**src/rtl/cfm_pkg.sv**
```systemverilog
package cfm_pkg;

  localparam int OPW = 6;

  typedef enum logic [2:0] {
    MD_DISP     = 3'd0,
    MD_DCALL    = 3'd1,
    MD_ICALL    = 3'd2,
    MD_RET      = 3'd3,
    MD_IJMP     = 3'd4,
    MD_LDST     = 3'd5,
    MD_CODE_ATK = 3'd6,
    MD_CTRL_ATK = 3'd7
  } cfm_mode_e;

  localparam logic [OPW-1:0] OP_DCALL = 6'h01;
  localparam logic [OPW-1:0] OP_ICALL = 6'h02;
  localparam logic [OPW-1:0] OP_RET   = 6'h03;
  localparam logic [OPW-1:0] OP_IJMP  = 6'h04;
  localparam logic [OPW-1:0] OP_LOAD  = 6'h05;
  localparam logic [OPW-1:0] OP_STORE = 6'h06;

  // Opcode class to the mode that inspects the following bus cycle.
  function automatic cfm_mode_e op_to_mode(input logic [OPW-1:0] op);
    case (op)
      OP_DCALL:          return MD_DCALL;
      OP_ICALL:          return MD_ICALL;
      OP_RET:            return MD_RET;
      OP_IJMP:           return MD_IJMP;
      OP_LOAD, OP_STORE: return MD_LDST;
      default:           return MD_DISP;
    endcase
  endfunction

  // Inclusive span test on zero-extended addresses.
  function automatic logic in_span(input logic [31:0] a, input logic [31:0] lo,
                                   input logic [31:0] hi);
    return (a >= lo) && (a <= hi);
  endfunction

  function automatic logic is_task(input cfm_mode_e m);
    return (m == MD_DCALL) || (m == MD_ICALL) || (m == MD_RET) ||
           (m == MD_IJMP) || (m == MD_LDST);
  endfunction

  function automatic logic is_attack(input cfm_mode_e m);
    return (m == MD_CODE_ATK) || (m == MD_CTRL_ATK);
  endfunction

endpackage

```
**src/rtl/cfm_op_decode.sv**
```systemverilog
module cfm_op_decode
  import cfm_pkg::*;
(
  input  logic [OPW-1:0] opc,
  output cfm_mode_e      next_mode
);
  always_comb next_mode = op_to_mode(opc);
endmodule

```
**src/rtl/cfm_edge_match.sv**
```systemverilog
module cfm_edge_match #(
  parameter int AW = 16,
  parameter int NE = 4
) (
  input  logic [AW-1:0]    addr,
  input  logic [NE*AW-1:0] tab,
  input  logic [NE-1:0]    vld,
  output logic             hit
);
  logic [NE-1:0] slot_hit;

  for (genvar e = 0; e < NE; e++) begin : g_slot
    assign slot_hit[e] = vld[e] && (tab[e*AW +: AW] == addr);
  end

  assign hit = |slot_hit;
endmodule

```
**src/rtl/cfm_fn_locate.sv**
```systemverilog
module cfm_fn_locate
  import cfm_pkg::*;
#(
  parameter int AW = 16,
  parameter int NF = 4,
  localparam int FW = $clog2(NF)
) (
  input  logic [AW-1:0]    addr,
  input  logic [NF*AW-1:0] lo_tab,
  input  logic [NF*AW-1:0] hi_tab,
  output logic             entry_hit,
  output logic [FW-1:0]    entry_idx,
  output logic             span_hit,
  output logic [FW-1:0]    span_idx
);
  // Lowest index wins when spans overlap.
  always_comb begin
    entry_hit = 1'b0;
    entry_idx = '0;
    span_hit  = 1'b0;
    span_idx  = '0;
    for (int i = NF - 1; i >= 0; i--) begin
      if (addr == lo_tab[i*AW +: AW]) begin
        entry_hit = 1'b1;
        entry_idx = FW'(i);
      end
      if (in_span(32'(addr), 32'(lo_tab[i*AW +: AW]), 32'(hi_tab[i*AW +: AW]))) begin
        span_hit = 1'b1;
        span_idx = FW'(i);
      end
    end
  end
endmodule

```
**src/rtl/cfm_cnt_bank.sv**
```systemverilog
module cfm_cnt_bank #(
  parameter int NF = 4,
  parameter int CW = 8,
  localparam int FW = $clog2(NF)
) (
  input  logic             clk,
  input  logic             rst_n,
  input  logic             inc_en,
  input  logic [FW-1:0]    inc_idx,
  input  logic             dec_en,
  input  logic [FW-1:0]    dec_idx,
  output logic [NF*CW-1:0] cnt_flat
);
  for (genvar f = 0; f < NF; f++) begin : g_cnt
    logic [CW-1:0] cnt_q;
    always_ff @(posedge clk or negedge rst_n) begin
      if (!rst_n) begin
        cnt_q <= '0;
      end else if (inc_en && inc_idx == FW'(f) && cnt_q != {CW{1'b1}}) begin
        cnt_q <= cnt_q + 1'b1;
      end else if (dec_en && dec_idx == FW'(f) && cnt_q != '0) begin
        cnt_q <= cnt_q - 1'b1;
      end
    end
    assign cnt_flat[f*CW +: CW] = cnt_q;
  end


  cnt_idle_chk: assert property (@(posedge clk) disable iff (!rst_n)
    (!inc_en && !dec_en) |=> $stable(cnt_flat));
endmodule

```
**src/rtl/cfm_monitor.sv**
```systemverilog
module cfm_monitor
  import cfm_pkg::*;
#(
  parameter int AW = 16,
  parameter int NF = 4,
  parameter int NE = 4,
  parameter int CW = 8,
  localparam int FW = $clog2(NF),
  localparam int RW = NE * AW
) (
  input  logic                clk,
  input  logic                rst_n,
  input  logic                bus_vld,
  input  logic                bus_wr,
  input  logic [AW-1:0]       bus_addr,
  input  logic [OPW-1:0]      bus_opc,
  input  logic [AW-1:0]       code_lo,
  input  logic [AW-1:0]       code_hi,
  input  logic [NF*AW-1:0]    fn_lo_tab,
  input  logic [NF*AW-1:0]    fn_hi_tab,
  input  logic [NF*RW-1:0]    call_tab,
  input  logic [NF*NE-1:0]    call_vld,
  input  logic [NF*RW-1:0]    ret_tab,
  input  logic [NF*NE-1:0]    ret_vld,
  input  logic [RW-1:0]       sj_tab,
  input  logic [NE-1:0]       sj_vld,
  input  logic [FW-1:0]       lj_fn,
  output logic [2:0]          mode_o,
  output logic [FW-1:0]       act_fn,
  output logic [NF*CW-1:0]    call_cnt,
  output logic                code_atk,
  output logic                ctrl_atk,
  output logic [AW-1:0]       diag_src,
  output logic [AW-1:0]       diag_dst
);

  cfm_mode_e     mode_q, mode_d;
  logic [FW-1:0] act_q, act_d;
  logic [AW-1:0] last_fetch_q, src_q, dst_q;

  // Named internal events
  logic          in_code, fetch_evt, viol_code, viol_ctrl, viol_evt;
  logic          call_hit, ret_hit, sj_hit, act_span_hit;
  logic          entry_hit, span_hit;
  logic [FW-1:0] entry_idx, span_idx;
  logic          inc_en, dec_en;
  cfm_mode_e     dec_mode;

  assign in_code   = in_span(32'(bus_addr), 32'(code_lo), 32'(code_hi));
  assign fetch_evt = bus_vld && (mode_q == MD_DISP) && in_code && !bus_wr;

  cfm_op_decode u_dec (.opc(bus_opc), .next_mode(dec_mode));

  cfm_fn_locate #(.AW(AW), .NF(NF)) u_loc (
    .addr(bus_addr), .lo_tab(fn_lo_tab), .hi_tab(fn_hi_tab),
    .entry_hit(entry_hit), .entry_idx(entry_idx),
    .span_hit(span_hit), .span_idx(span_idx)
  );

  cfm_edge_match #(.AW(AW), .NE(NE)) u_call_em (
    .addr(bus_addr), .tab(call_tab[act_q*RW +: RW]),
    .vld(call_vld[act_q*NE +: NE]), .hit(call_hit)
  );

  cfm_edge_match #(.AW(AW), .NE(NE)) u_ret_em (
    .addr(bus_addr), .tab(ret_tab[act_q*RW +: RW]),
    .vld(ret_vld[act_q*NE +: NE]), .hit(ret_hit)
  );

  cfm_edge_match #(.AW(AW), .NE(NE)) u_sj_em (
    .addr(bus_addr), .tab(sj_tab), .vld(sj_vld), .hit(sj_hit)
  );

  assign act_span_hit = in_span(32'(bus_addr), 32'(fn_lo_tab[act_q*AW +: AW]),
                                32'(fn_hi_tab[act_q*AW +: AW]));

  always_comb begin
    mode_d    = mode_q;
    act_d     = act_q;
    inc_en    = 1'b0;
    dec_en    = 1'b0;
    viol_code = 1'b0;
    viol_ctrl = 1'b0;
    if (bus_vld) begin
      case (mode_q)
        MD_DISP: begin
          if (in_code) begin
            if (bus_wr) viol_code = 1'b1;
            else        mode_d    = dec_mode;
          end
        end
        MD_DCALL: begin
          mode_d = MD_DISP;
          if (entry_hit) begin
            act_d  = entry_idx;
            inc_en = 1'b1;
          end else begin
            viol_ctrl = 1'b1;
          end
        end
        MD_ICALL: begin
          mode_d = MD_DISP;
          if (call_hit && entry_hit) begin
            act_d  = entry_idx;
            inc_en = 1'b1;
          end else begin
            viol_ctrl = 1'b1;
          end
        end
        MD_RET: begin
          mode_d = MD_DISP;
          if (ret_hit && span_hit) begin
            act_d  = span_idx;
            dec_en = 1'b1;
          end else begin
            viol_ctrl = 1'b1;
          end
        end
        MD_IJMP: begin
          mode_d = MD_DISP;
          if (act_q == lj_fn) begin
            if (sj_hit && span_hit) act_d = span_idx;
            else                    viol_ctrl = 1'b1;
          end else if (!act_span_hit) begin
            viol_ctrl = 1'b1;
          end
        end
        MD_LDST: begin
          mode_d = MD_DISP;
          if (in_code && bus_wr) viol_code = 1'b1;
        end
        default: ;
      endcase
      if (viol_code) mode_d = MD_CODE_ATK;
      if (viol_ctrl) mode_d = MD_CTRL_ATK;
    end
  end

  assign viol_evt = viol_code || viol_ctrl;

  always_ff @(posedge clk or negedge rst_n) begin
    if (!rst_n) begin
      mode_q       <= MD_DISP;
      act_q        <= '0;
      last_fetch_q <= '0;
      src_q        <= '0;
      dst_q        <= '0;
    end else begin
      mode_q <= mode_d;
      act_q  <= act_d;
      if (fetch_evt) last_fetch_q <= bus_addr;
      if (viol_evt) begin
        src_q <= last_fetch_q;
        dst_q <= bus_addr;
      end
    end
  end

  cfm_cnt_bank #(.NF(NF), .CW(CW)) u_cnt (
    .clk(clk), .rst_n(rst_n),
    .inc_en(inc_en), .inc_idx(act_q),
    .dec_en(dec_en), .dec_idx(span_idx),
    .cnt_flat(call_cnt)
  );

  assign mode_o   = mode_q;
  assign act_fn   = act_q;
  assign code_atk = (mode_q == MD_CODE_ATK);
  assign ctrl_atk = (mode_q == MD_CTRL_ATK);
  assign diag_src = src_q;
  assign diag_dst = dst_q;


  idle_cycle_chk: assert property (@(posedge clk) disable iff (!rst_n)
    !bus_vld |=> ($stable(mode_q) && $stable(act_q)));


  code_write_chk: assert property (@(posedge clk) disable iff (!rst_n)
    (bus_vld && bus_wr && in_code && mode_q == MD_DISP) |=> code_atk);


  task_one_cycle_chk: assert property (@(posedge clk) disable iff (!rst_n)
    (bus_vld && is_task(mode_q)) |=> (mode_q == MD_DISP || is_attack(mode_q)));


  icall_edge_chk: assert property (@(posedge clk) disable iff (!rst_n)
    (bus_vld && mode_q == MD_ICALL && !call_hit) |=> ctrl_atk);


  code_sticky_chk: assert property (@(posedge clk) disable iff (!rst_n)
    code_atk |=> code_atk);


  ctrl_sticky_chk: assert property (@(posedge clk) disable iff (!rst_n)
    ctrl_atk |=> ctrl_atk);


  frozen_state_chk: assert property (@(posedge clk) disable iff (!rst_n)
    (code_atk || ctrl_atk) |=> ($stable(act_q) && $stable(src_q) && $stable(dst_q)));

endmodule

```
**config.mk**
```make
export PLATFORM = sky130hd
export DESIGN_NAME = cfm_monitor
export DESIGN_NICKNAME = d
export VERILOG_FILES = /design/src/rtl/cfm_pkg.sv /design/src/rtl/cfm_op_decode.sv /design/src/rtl/cfm_edge_match.sv /design/src/rtl/cfm_fn_locate.sv /design/src/rtl/cfm_cnt_bank.sv /design/src/rtl/cfm_monitor.sv
export SDC_FILE = /design/constraint.sdc
export NUM_CORES = 1
export LEC_CHECK = 0
export BUFFER_PORTS_ARGS = -buffer_cell sky130_fd_sc_hd__buf_2
export CAP_MARGIN = 20
export CORE_AREA = 2 2 341 343
export DETAILED_ROUTE_END_ITERATION = 6
export DIE_AREA = 0 0 343 345
export PLACE_DENSITY_LB_ADDON = 0.15
export SETUP_SLACK_MARGIN = 0.1
export SYNTH_ARGS = -nofsm -noshare
export SYNTH_HDL_FRONTEND = slang
export SYNTH_SLANG_ARGS = --single-unit
```
**constraint.sdc**
```tcl
create_clock -name clk -period 9.6 [get_ports clk]
set_input_delay 1.44 -clock clk [delete_from_list [all_inputs] [get_ports clk]]
set_output_delay 1.44 -clock clk [all_outputs]
set_load 0.01 [all_outputs]
```
Word level (Yosys, flattened, before mapping)
Cells that the tools add are included.
{ "classes": {"add_sub_neg": 8, "n_lt_le_gt_ge": 12, "n_eq_ne": 47, "shifts": 6, "muxes": 58, "reduce_logical": 63} }
{ "ops": {"columns": ["operator", "n"], "rows": [
  ["variable part select 256 x 9 -> 64 bit", 2],
  ["equality test 16 bit", 16],
  ["variable part select 64 x 7 -> 16 bit", 2],
  [">= comparator 16 bit", 6],
  ["<= comparator 16 bit", 6],
  ["2-to-1 mux 8 bit", 8],
  ["logical AND 1 bit", 41],
  ["adder 8 x 1 -> 8 bit (second input constant)", 4],
  ["!= test 8 bit (second input constant)", 4],
  ["nonzero test 8 bit", 4],
  ["variable part select 16 x 5 -> 4 bit", 2],
  ["subtractor 8 x 1 -> 8 bit (second input constant)", 4],
  ["2-to-1 mux 1 bit", 27],
  ["2-to-1 mux 2 bit", 13],
  ["equality test 6 x 3 -> 1 bit (second input constant)", 3],
  ["one-hot mux 3 bit (5 select lines)", 1],
  ["equality test 3 bit (second input constant)", 4],
  ["equality test 6 x 2 -> 1 bit (second input constant)", 2],
  ["2-to-1 mux 3 bit", 4],
  ["OR reduction 4 bit", 3],
  ["!= test 2 bit (second input constant)", 5],
  ["equality test 2 bit (second input constant)", 4],
  ["!= test 4 x 2 -> 1 bit (second input constant)", 2],
  ["one-hot mux 2 bit (4 select lines)", 1],
  ["other kinds (18)", 26]
]} }
{ "word_totals": {"register_bits": 85, "output_inout_bits": 71, "wordCells": 203} }

Logic depth before layout (Yosys ltp)
Gate-level depths: netlist (run 1).
{ "logic_depth": {"word_depth": 14, "mapped_depth": 25} }

Hierarchy
Synthesis (run 1) repeated with hierarchy kept, for this count alone.
{ "unflattened": {"hier_cells": 1544, "hier_area_um2": 15840.2} }
{ "modules_own_cells": {"columns": ["module", "instances", "cells_each", "area_per_inst_um2", "seq_area_each_um2"], "rows": [
  ["cfm_monitor", 1, 583, 7870.0, 1326.3],
  ["cfm_fn_locate", 1, 444, 3269.4, 0.0],
  ["cfm_cnt_bank", 1, 231, 2434.8, 800.8],
  ["cfm_edge_match", 3, 93, 734.5, 0.0],
  ["cfm_op_decode", 1, 7, 62.6, 0.0]
]} }

Worst setup path before layout (run 1)
OpenSTA, ideal clock, no wires.
{ "synth_path": {"kind": "input-to-reg", "from": "input port bus_addr[0]", "to": "register u_cnt.g_cnt[0].cnt_q[7]", "setup_ns": 0.081, "t_arrival_ns": 5.794, "t_required_ns": 9.519, "slack_ns": 3.725, "stages": 19, "path_cell_list": "buf_1 > inv_1 > ha_1 > nand4_1 > or4_1 > and2_1 > nor2b_1 > or4_1 > or2_2 > ha_1 > a21o_1 > a21oi_1 > o21bai_1 > a21oi_1 > o21bai_1 > a21oi_1 > nor4_1 > a41oi_1 > xnor2_1"} }
{ "synth_between": {"elab_chain_cells": 13, "elab_cells_between_ends": 62, "cone_classes": "order compare: 8; eq/ne: 12; mux: 20; reduce/logical: 22"} }
{ "synth_lines": {"columns": ["element", "line", "text"], "rows": [
  ["from (decl)", "cfm_monitor.sv:15", "input logic [AW-1:0] bus_addr,"],
  [">= comparator 16 bit / <= comparator 16 bit (equally long branches)", "cfm_pkg.sv:38", "return (a >= lo) && (a <= hi);"],
  ["logical AND 1 bit", "cfm_pkg.sv:38", null],
  ["2-to-1 mux 1 bit (4 in series)", "cfm_fn_locate.sv:27", "if (in_span(32'(addr), 32'(lo_tab[i*AW +: AW]), 32'(hi_tab[i*AW +: AW]))) begin"],
  ["logical AND 1 bit", "cfm_monitor.sv:112", "if (ret_hit && span_hit) begin"],
  ["2-to-1 mux 1 bit", "cfm_monitor.sv:112", null],
  ["2-to-1 mux 1 bit", "cfm_monitor.sv:85", "case (mode_q)"],
  ["2-to-1 mux 1 bit", "cfm_monitor.sv:84", "if (bus_vld) begin"],
  ["logical AND 1 bit (2 in series)", "cfm_cnt_bank.sv:21", "end else if (dec_en && dec_idx == FW'(f) && cnt_q != '0) begin"],
  ["nonzero test 2 bit (no source line)", null, null],
  ["to (signal assigned)", "cfm_cnt_bank.sv:20", "cnt_q <= cnt_q + 1'b1;"],
  ["to (signal assigned)", "cfm_cnt_bank.sv:22", "cnt_q <= cnt_q - 1'b1;"],
  ["to (decl)", "cfm_cnt_bank.sv:15", "logic [CW-1:0] cnt_q;"]
]} }
Several ways; a longest one is shown, not always the timed one.
A chain may end at the register's enable or synchronous reset.

Worst setup path after layout (run 1)
{ "layout_path": {"from": "input port bus_addr[15]", "to": "register u_cnt.g_cnt[0].cnt_q[7]"} }
The elaborated chain is that of the path after synthesis.

==> metrics.md, run 1 <==
| Metric | Value |
|---|---|
| Clock root cell | `clkbuf_16` |
| Worst-path cell chain | `buf_2 > buf_4 > xnor2_1 > and3_1 > a31oi_1 > a2111oi_1 > o2111ai_1 > a41oi_2 > nor2_2 > or4_1 > or2_2 > ha_1 > a21o_1 > a21oi_1 > o21bai_1 > a21oi_1 > o21bai_1 > a21oi_1 > nor4_1 > a41oi_1 > xnor2_1` |
| Dpl ws | `2640 ps` |
| Hold buffers post-CTS | `0` |
| Clock power share | `approximately a tenth` |
| RSZ-0062 raised after global routing | `false` |
| Final Hold Violating Endpoints | `0` |
| Overflow after GRT | `0` |
| Worst skew pair latency | `360 ps` |
| Startpoint Class | `input pin` |
| Yosys top cell area share | `16.5%` |
| Worst-path clk slew | `around 70 ps` |
| Post-synthesis async set-or-reset flop share | `100%` |
| Max-Cap Viols | `0` |
| R2R Setup Slk | `just over 3000 ps` |
| Post-synth top cells | `inv_1, ha_1, xnor2_1, mux4_2, a21oi_1` |
| Required time of the critical path | `9880 ps` |
| Syn Inst Count | `1,769` |
| Status | `finished clean` |
| Crit Path Class | `input pin to flop` |
| Slowest cell on crit path | `or4_1` |
| Sw frac | `48.6%` |
| Cell Int Power | `2.01 mW` |
| Core area | `around 0.12 sq mm` |
| Final ANT Viol Nets | `0` |
| Die width | `343 um` |
| CTS tree | `yes` |
| #FFs+latches synth | `85` |
| Sequential share of power | `between 10% and 20%` |
| Layout net count | `3,622` |
| Pin count of the biggest net entering global routing | `86` |
| Peak VDD IR | `0.000131 V` |
| DR vias | `18,000` |
| First-pass GRT wire length | `161 mm` |
| Crit-path max cell delay | `580 ps` |
| GP Congestion | `0.893` |
| Worst Skew | `11.8 ps` |
| GRT Total Usage | `19.8%` |
| Post-CTS resize count | `0` |
| Ports | `871` |
| Net Count, Synth | `2,789` |
| Initial antenna violation count | `between 70 and 80` |
| Synth Flop Type | `dfrtp_1` |
| Fin crit share | `68.9%` |
| Sequential cell area | `~0.0021 sq mm` |
| Post-CTS setup repair buffer count | `0` |
| Critical Path AT | `6900 ps` |
| Slew at the pin with the worst max-slew slack | `979 ps` |
| Count leader, synth | `inv_1` |
| Initial Utilization | `about 15%` |
| Cell mode on critical path | `a21oi_1` |
| Avg Cell Area, Syn | `9.57 sq um` |
| Pwr dens | `167 mW/mm^2` |
| Worst-case clock buffer depth | `2` |
| Core Util, Final | `20.3%` |
| Synthesis-to-finish area growth | `38.0%` |
| Vias in the first global route | `approximately 19,000` |
| Yosys warning count | `0` |
| Drt initial violations | `875` |
| Setup-failing EPs final | `0` |
| Die height | `345 um` |
| Clock Sinks | `85` |
| Area of the multi-input gates | `between 0.01 and 0.015 sq mm` |
| Drt drc | `0` |
| Die area | `around 0.12 sq mm` |
| TritonCTS Buffers | `9` |
| Post-Syn Area | `approximately 0.017 sq mm` |
| Post-DP HPWL | `106 mm` |
| Register area share after synthesis | `12.6%` |
| Comb pwr share | `75.5%` |
| EDFF count, synth | `0` |
| Drt pass-1 iters | `5` |
| Synth unique cells | `84` |
| Max-slew violations | `0` |
| Share of layout cells above drive strength 1 | `44.3%` |
| Tmin final | `6620 ps` |
| Hold/Removal Path Class | `flop to flop` |
| Worst rel slew slack | `34.2%` |
| Top cells by area, synth | `mux4_2, ha_1, dfrtp_1, xnor2_1, inv_1` |
| Drt total wl | `between 100 and 150 mm` |
| H-tree Lvls | `3` |
| Worst Path Max Fanout | `13` |
| Final TNS setup | `0 ps` |
| CP endpoint kind | `flop` |
| Filler Cell Count | `approximately 13,000` |
| Avg Vias per Cell | `4.32` |
| Total Power | `approximately 3.9 mW` |
| Switching pwr | `approximately 1.9 mW` |
| Wire per inst | `between 20 and 30 um` |
| # rows | `about 130` |
| F_max | `151 MHz` |
| Pleak | `around 11 nW` |
| Final setup margin | `2980 ps` |
| Largest area contributor in the netlist | `mux4_2` |
| PortBufs | `870` |
==> through the flow <==
| step | hold slack [ps] | std cells | cell area, sq um |
|---|---|---|---|
| after floorplan | 477 | 1769 | 16900 |
| after global placement | 488 | 4115 | 23000 |
| after detailed placement | 487 | 4115 | 23000 |
| after CTS | 503 | 4131 | 23300 |
| after global routing | 522 | 4146 | 23300 |
| final | 506 | 4154 | 23400 |
==> worst max-delay path: cells and delay by family <==
| family | cells | cell delay [ps] |
|---|---|---|
| compound gates | 11 | 2520 |
| xor+xnor | 2 | 290 |
| fa+ha+maj | 1 | 300 |
| buf+inv | 2 | 930 |
| simple gates | 5 | 1330 |
==> cell families (layout without fill, tap and decap cells) <==
| kind of cell | after synthesis | in the layout | share of synthesized area [%] |
|---|---|---|---|
| flops | 85 | 85 | 12.6 |
| compound gates | 297 | 297 | 11.9 |
| simple gates | 363 | 363 | 12.0 |
| other cells | 0 | 23 | 0 |
| mux | 270 | 270 | 27.2 |
| buf+inv | 305 | 1143 | 7.94 |
| fa+ha+maj | 220 | 220 | 16.4 |
| xor+xnor | 229 | 229 | 11.9 |
==> path summary, 6_finish.rpt <==
check,startpoint,end,cells after the start
worst min-delay path,last_fetch_q[11],diag_src[11],1
worst max-delay path,bus_addr[15],u_cnt.g_cnt[0].cnt_q[7],21
worst max register to register,act_fn[0],u_cnt.g_cnt[0].cnt_q[7],19
min in group asynchronous,rst_n,u_cnt.g_cnt[1].cnt_q[0],1
worst min register to register,last_fetch_q[11],diag_src[11],1
max in group asynchronous,rst_n,diag_src[0],2
==> final cells by class <==
cell class / count / area share (%)
clock inverters: 5 / 0.257
multi-input cells: 1379 / 57.6
inverters: 219 / 3.52
repair buffers: 908 / 20.0
well taps: 1524 / 8.16
flip-flops and latches: 85 / 9.13
diodes: 23 / 0.246
clock buffers: 11 / 1.04
==> state kept, by name (all words and copies together), names as in the netlist <==
name and cells:
u_cnt.g_cnt.cnt_q 32, diag_dst 16, diag_src 16, last_fetch_q 16, mode_o 3, act_fn 2
==> power by group through the flow <==
stage               logic [mW]  registers [mW]  clock network (mW)
finish                    2.95           0.580               0.377
global route              3.18           0.602               0.408
CTS                       3.03           0.585               0.391
detailed placement        3.02           0.590                   0
global placement          3.04           0.595                   0
floorplan                 1.99           0.542                   0
==> cells in the final DEF, fill, tap and decap left out, types with 7 or more instances in the layout <==
master     count
nor3_1        15
mux2i_1       60
xnor2_1      162
a2111oi_0     12
mux4_2       124
mux2_4        41
nor2_1        40
buf_2        866
o21a_1         7
xor2_1        66
nor2b_1       21
nand3_1       32
a21oi_1      100
o21ai_0       38
inv_1        218
buf_4         40
nand2_1       67
nand4_1       81
nor4_1        29
a211oi_1      13
or2_2          7
nand2b_1      13
clkbuf_16      9
and3_1         8
diode_2       23
a21o_1        26
o21bai_1      13
or4_1         12
mux2_2        39
o211ai_1      19
dfrtp_1       83
ha_1         216
==> per-layer routing <==
layer,global-route usage (%),up-vias,part of all wire (%)
li1,-,8306,-
met1,23.2,8790,40
met2,37.3,657,53
met3,2.79,174,4.4
met4,4.80,28,2.8
met5,0,-,0.16
(Power assumes the default switching activity.)
==> run 2, diff against run 1 <==
==> constraint.sdc (replaced) <==
create_clock -name clk -period 6.8 [get_ports clk]
set_input_delay 1.02 -clock clk [delete_from_list [all_inputs] [get_ports clk]]
set_output_delay 1.02 -clock clk [all_outputs]
set_load 0.01 [all_outputs]
==> run 2 against run 1 <==
Compared with the run above:
- critical path depth stayed put
- utilization grew 0.38 points
- non-clock buffer count rose by 42
- first-iteration DRC count rose by 18%
- via count rose by 0.32%
- final area rose by 1.9%
- final cell count is 1.2% higher
- routed wire length hardly changed
- hold slack about the same
==> metrics.md, run 2 (synthesis gave the netlist of run 1 again) <==
| Metric | Value |
|---|---|
| Worst-path clk slew | `70 ps` |
| PortBufs | `870` |
| First-pass GRT wire length | `160 mm` |
| # rows | `~130` |
| CP bufs+invs | `3` |
| Final ANT Viol Nets | `0` |
| Slowest cell on crit path | `dfrtp_4` |
| Dpl cell area | `0.0234 sq mm` |
| Required time of the critical path | `7080 ps` |
| Drt pass-1 iters | `5` |
| Drt drc | `0` |
| Worst rel slew slack | `38.0%` |
| CTS tree | `yes` |
| Cell area after layout | `~0.024 sq mm` |
| Largest register FFs | `32` |
| Max-slew violations | `0` |
| DR vias | `18,000` |
| Initial antenna violation count | `80` |
| Drt initial violations | `1,032` |
| Post-DP HPWL | `106 mm` |
| Hold/Removal Path Class | `flop to flop` |
| Worst skew pair latency | `360 ps` |
| Setup-failing EPs final | `0` |
| Startpoint Class | `flop` |
| Max-Cap Viols | `0` |
| TritonCTS Buffers | `9` |
| Die height | `345 um` |
| Worst Path Max Fanout | `33` |
| Layout net count | `3,664` |
| Vias in the first global route | `about 19,000` |
| Pin count of the biggest net entering global routing | `61` |
| Die area | `0.118 sq mm` |
| Ports | `871` |
| Biggest register | `u_cnt.g_cnt.cnt_q` |
| Synthesis-to-finish area growth | `40.6%` |
| Pleak | `11.3 nW` |
| H-tree Lvls | `3` |
| Total Power | `5.66 mW` |
| GRT Total Usage | `19.7%` |
| Hold_ws | `506 ps` |
| Clock Sinks | `85` |
| Pwr dens | `238 mW/mm^2` |
| Hold buffers post-CTS | `0` |
| Fin crit share | `91.2%` |
| Share of layout cells above drive strength 1 | `between 40% and 50%` |
| Tmin final | `6200 ps` |
| Status | `finished clean` |
| Core area | `0.115 sq mm` |
| Final Hold Violating Endpoints | `0` |
| GP Congestion | `0.910` |
| Core Util, Final | `20.7%` |
| Slew at the pin with the worst max-slew slack | `929 ps` |
| Crit Path Class | `flop to flop` |
| Clock root cell | `clkbuf_16` |
| Top Family by Delay on Critical Path | `compound AO/OA/AOI/OAI gates` |
| F_max | `approximately 160 MHz` |
| Crit-path max cell delay | `just over 800 ps` |
| Overflow after GRT | `0` |
| Worst-case clock buffer depth | `2` |
| Avg Vias per Cell | `4.29` |
| Die width | `about 340 um` |
| Final TNS setup | `0 ps` |
| Filler Cell Count | `13,100` |
| Initial Utilization | `14.7%` |
| Worst Skew | `~7.3 ps` |
| Wire per inst | `28.8 um` |
| Peak VDD IR | `0.000107 V` |
| Commonest non-fill, non-tap cells in the layout | `buf_2, inv_1, ha_1` |
| Worst-path cell chain | `buf_4 > mux2i_1 > o2111ai_1 > a2111oi_0 > buf_4 > nand4_1 > a41oi_2 > buf_4 > nor2_2 > or4_1 > or2_2 > ha_1 > a21o_1 > a21oi_1 > o21bai_1 > a21oi_1 > o21bai_1 > a21oi_1 > nor4_1 > a41oi_1 > xnor2_1` |
| RSZ-0062 raised after global routing | `false` |
| Drt total wl | `121 mm` |
| Critical Path AT | `between 6000 and 7000 ps` |
| Most common cell after layout, fill and taps aside | `buf_2` |
| CP endpoint kind | `flop` |
## run 2: changes by cell type in the layout (fill, tap and decap cells not counted)
cell,delta
buf_12,+6
buf_16,+1
buf_4,+35
bufinv_16,+1
clkbuf_8,-1
clkinv_2,+1
clkinv_4,-1
clkinvlp_4,-1
diode_2,+7
inv_6,+1
## run 2: layout make-up
type | instances | area [sq um] | share of cell area (%)
Clock buffer | 10 | 229 | 0.962
Clock inverter | 6 | 87.6 | 0.368
Sequential cell | 85 | 2130 | 8.97
Timing Repair Buffer | 950 | 5080 | 21.4
Inverter | 219 | 822 | 3.45
Multi-Input combinational cell | 1379 | 13500 | 56.6
Tap cell | 1524 | 1910 | 8.01
Antenna cell | 30 | 75.1 | 0.315
## run 2: stage by stage
step                      std cells  setup WS (ps)
after floorplan                1769           1340
after global placement         4155            403
after detailed placement       4156            448
after CTS                      4172            471
after global routing           4194            291
final                          4203            600
## run 2: worst reg2reg max path, delay by kind of cell, from the launching register on
kind	cells	cell delay, ps
buf+inv	3	870
mux	1	350
compound gates	10	2390
fa+ha+maj	1	300
xor+xnor	1	140
simple gates	5	1270
flops	1	820
## run 2: path summary, 6_finish.rpt
kind / start / to / slack, ps / depth (start not counted)
worst max register to register: act_fn[1] / u_cnt.g_cnt[0].cnt_q[7] / 600 / 21
worst min register to register: last_fetch_q[12] / diag_src[12] / 510 / 1
max in group asynchronous: rst_n / act_fn[0] / 4960 / 2
min in group asynchronous: rst_n / u_cnt.g_cnt[1].cnt_q[0] / 590 / 1
worst max-delay path: act_fn[1] / u_cnt.g_cnt[0].cnt_q[7] / 600 / 21
worst min-delay path: last_fetch_q[12] / diag_src[12] / 510 / 1
## run 2: power breakdown
group          switching [mW]  internal, mW  total (mW)
logic                    2.27          1.99        4.26
registers               0.205         0.640       0.846
clock network           0.234         0.323       0.558
total                    2.71          2.95        5.66
## run 2: what timing repair did
action,4_1_cts,5_1_grt
buffers inserted,0,1
setup endpoints to repair,0,1
gates resized for setup,0,0
## run 2: metal layers
metal  share of wire, %  vias up  track usage [%]
met5              0.099        -                0
met4                3.5       18             5.16
met1                 41     8731             23.6
met3                4.5      175             2.69
li1                   -     8397                -
met2                 51      691             36.4
==> run 3, diff against run 2 <==
--- a/config.mk
+++ b/config.mk
@@ -5,11 +5,11 @@
 export SDC_FILE = /design/constraint.sdc
 export NUM_CORES = 1
 export LEC_CHECK = 0
-export BUFFER_PORTS_ARGS = -buffer_cell sky130_fd_sc_hd__buf_2
 export CAP_MARGIN = 20
 export CORE_AREA = 2 2 341 343
 export DETAILED_ROUTE_END_ITERATION = 6
 export DIE_AREA = 0 0 343 345
+export DONT_BUFFER_PORTS = 1
 export PLACE_DENSITY_LB_ADDON = 0.15
 export SETUP_SLACK_MARGIN = 0.1
 export SYNTH_ARGS = -nofsm -noshare
==> run 3 against run 2 <==
Compared with the run above:
- register-to-register slack lost 80 ps
- final area shrank 20%
- clock-buffer cell count grew 1
- non-clock buffer count shrank 915
- clock power shrank 5.9%
- die area is the same
- global-route usage shrank 1.2 points
- maximum frequency shrank 1.3%
- first-iteration DRC count shrank 11%
- hold slack lost 140 ps
- sequential share of layout area grew 2.2 points
- critical path type unchanged
- critical endpoint unchanged
- largest power group unchanged
- highest routed layer unchanged
==> metrics.md, run 3 (synthesis gave the netlist of run 1 again) <==
| Metric | Value |
|---|---|
| Status | `finished clean` |
| Most common cell after layout, fill and taps aside | `inv_1` |
| Ports | `slightly below 900` |
| GP Congestion | `1.07` |
| Sw frac | `between 40% and 50%` |
| Post-DP HPWL | `93.8 mm` |
| Avg Vias per Cell | `4.64` |
| Worst flop-to-flop path endpoint | `u_cnt.g_cnt[0].cnt_q[7]` |
| Tmin final | `~6300 ps` |
| Drt initial violations | `about 920` |
| Slew at the pin with the worst max-slew slack | `951 ps` |
| Fin crit share | `92.4%` |
| Initial antenna violation count | `97` |
| Peak VDD IR | `roughly 0.00013 V` |
| Slowest cell on crit path | `dfrtp_4` |
| Worst-path clk slew | `70 ps` |
| Worst rel slew slack | `36.0%` |
| Worst Skew | `slightly above 10 ps` |
| Max-Cap Viols | `0` |
| Share of layout cells above drive strength 1 | `16.2%` |
| Pwr dens | `268 mW/mm^2` |
| Crit Path Class | `flop to flop` |
| Synthesis-to-finish area growth | `12.6%` |
| Startpoint Class | `flop` |
| Initial Utilization | `14.7%` |
| Reg2reg start | `act_fn[0]` |
| R2R Setup Slk | `a little over 500 ps` |
| Commonest non-fill, non-tap cells in the layout | `inv_1, ha_1, xnor2_1` |
| Dpl ws | `262 ps` |
| Final Hold Violating Endpoints | `0` |
| H-tree Lvls | `3` |
| Overflow after GRT | `0` |
| Drt pass-1 iters | `7` |
| Switching pwr | `2.44 mW` |
| Worst skew pair latency | `approximately 360 ps` |
| Drt total wl | `115 mm` |
| Die height | `345 um` |
| Crit-path max cell delay | `730 ps` |
| RSZ-0062 raised after global routing | `false` |
| Final setup margin | `518 ps` |
| Sequential cell area | `0.00213 sq mm` |
| GRT Total Usage | `a little under a fifth` |
| Worst Path Max Fanout | `15` |
| Wire per inst | `approximately 35 um` |
| DR vias | `15,300` |
| Top Family by Delay on Critical Path | `simple AND/OR/NAND/NOR gates` |
| Cell area after layout | `between 0.015 and 0.02 sq mm` |
| Hold/Removal Path Class | `input pin to asynchronous set/reset pin` |
| # rows | `125` |
| Worst-path cell chain | `mux4_2 > xnor2_1 > nand2_1 > nor4_1 > nand4_1 > a41oi_2 > nor2_2 > or4_1 > or2_2 > ha_1 > a21o_1 > a21oi_1 > o21bai_1 > a21oi_1 > o21bai_1 > a21oi_1 > nor4_1 > a41oi_1 > xnor2_1` |
| Core area | `0.115 sq mm` |
| Max-slew violations | `0` |
| Setup-failing EPs final | `0` |
| Pleak | `7.56 nW` |
| Comb pwr share | `72.1%` |
| Clock power share | `10.3%` |
| PortBufs | `0` |
| Die width | `343 um` |
| Cell mode on critical path | `a21oi_1` |
| Biggest register | `u_cnt.g_cnt.cnt_q` |
| Layout net count | `2,749` |
| First-pass GRT wire length | `approximately 150 mm` |
| Final ANT Viol Nets | `0` |
| TritonCTS Buffers | `9` |
| CP endpoint kind | `flop` |
| Filler Cell Count | `13,000` |
| Worst-case clock buffer depth | `2` |
| Dpl cell area | `between 0.015 and 0.02 sq mm` |
| Area of the multi-input gates | `0.0135 sq mm` |
| Die area | `roughly 0.12 sq mm` |
| F_max | `159 MHz` |
| Drt drc | `0` |
| Pin count of the biggest net entering global routing | `86` |
| Required time of the critical path | `7080 ps` |
| Non-filler cells, final | `3,307` |
| Sequential share of power | `17.6%` |
| Clock root cell | `clkbuf_16` |
| Final TNS setup | `0 ps` |
| Critical Path AT | `around 6600 ps` |
| CP bufs+invs | `0` |
| Clock Sinks | `85` |
| Cell Int Power | `2.67 mW` |
| Hold buffers post-CTS | `0` |
| Largest register FFs | `32` |
| R2R depth | `19` |
| CTS tree | `yes` |
| Vias in the first global route | `~16,000` |
| Inst Count DP | `3,240` |
| Hold_ws | `363 ps` |
==> run 3: cell types whose count changed in the layout (fill, tap and decap cells not counted), sizes merged <==
cell	previous run	this run
bufinv	2	1
clkinv	3	4
buf	950	35
inv	220	218
clkbuf	10	11
clkinvlp	0	1
diode	30	49
==> run 3: power groups by stage <==
stage                     clock network [mW]  registers [mW]  logic [mW]
final                                  0.525           0.899        3.69
after global routing                   0.566           0.914        3.99
after CTS                              0.547           0.950        3.65
after detailed placement                   0           0.959        3.64
after global placement                     0           0.955        3.60
after floorplan                            0           0.765        2.80
==> run 3: how the worst max path moves through the flow <==
| stage | end | startpoint | cells after the start |
|---|---|---|---|
| finish | u_cnt.g_cnt[0].cnt_q[7] | act_fn[0] | 19 |
| global route | u_cnt.g_cnt[0].cnt_q[7] | act_fn[0] | 19 |
| CTS | u_cnt.g_cnt[0].cnt_q[7] | act_fn[0] | 20 |
| detailed placement | u_cnt.g_cnt[0].cnt_q[7] | act_fn[0] | 20 |
| global placement | u_cnt.g_cnt[0].cnt_q[7] | act_fn[0] | 20 |
| floorplan | u_cnt.g_cnt[0].cnt_q[7] | bus_addr[0] | 19 |
==> run 3: final cells by class <==
class / count / share of cell area, %
diodes: 49 / 0.643
clock buffers: 11 / 1.27
clock inverters: 5 / 0.315
inverters: 219 / 4.31
multi-input cells: 1379 / 70.7
flip-flops and latches: 85 / 11.2
well taps: 1524 / 10.0
repair buffers: 35 / 1.59
==> run 3: worst reg2reg max path, cell delays in order (launching register included) <==
cell,delay [ps]
dfrtp_4,730
mux4_2,610
xnor2_1,510
nand2_1,110
nor4_1,470
nand4_1,350
a41oi_2,600
nor2_2,120
or4_1,580
or2_2,410
ha_1,300
a21o_1,150
a21oi_1,210
o21bai_1,100
a21oi_1,230
o21bai_1,90
a21oi_1,190
nor4_1,70
a41oi_1,220
xnor2_1,150
==> run 3: what timing repair did <==
action / CTS / global route
setup buffers: 0 / 2
hold endpoints to repair: 0 / 0
endpoints found under the setup margin: 0 / 3
gates resized for setup: 0 / 1
==> run 3: metrics by stage <==
| stage | utilization, % | total power, mW |
|---|---|---|
| floorplan | - | 3.57 |
| global placement | 16.1 | 4.56 |
| detailed placement | 16.2 | 4.60 |
| CTS | 16.4 | 5.15 |
| global route | 16.5 | 5.47 |
| finish | 16.6 | 5.11 |
==> run 3: per-layer routing <==
metal  share of wire (%)  routed length [um]  vias up  global-route usage, %
met3                 7.5                8600      250                   5.26
met1                  37               41900     7648                   20.0
met4                 4.9                5610       42                   6.84
met2                  51               58300      808                   34.0
met5                0.23                 259        -                      0
li1                    -                   -     6586                      -
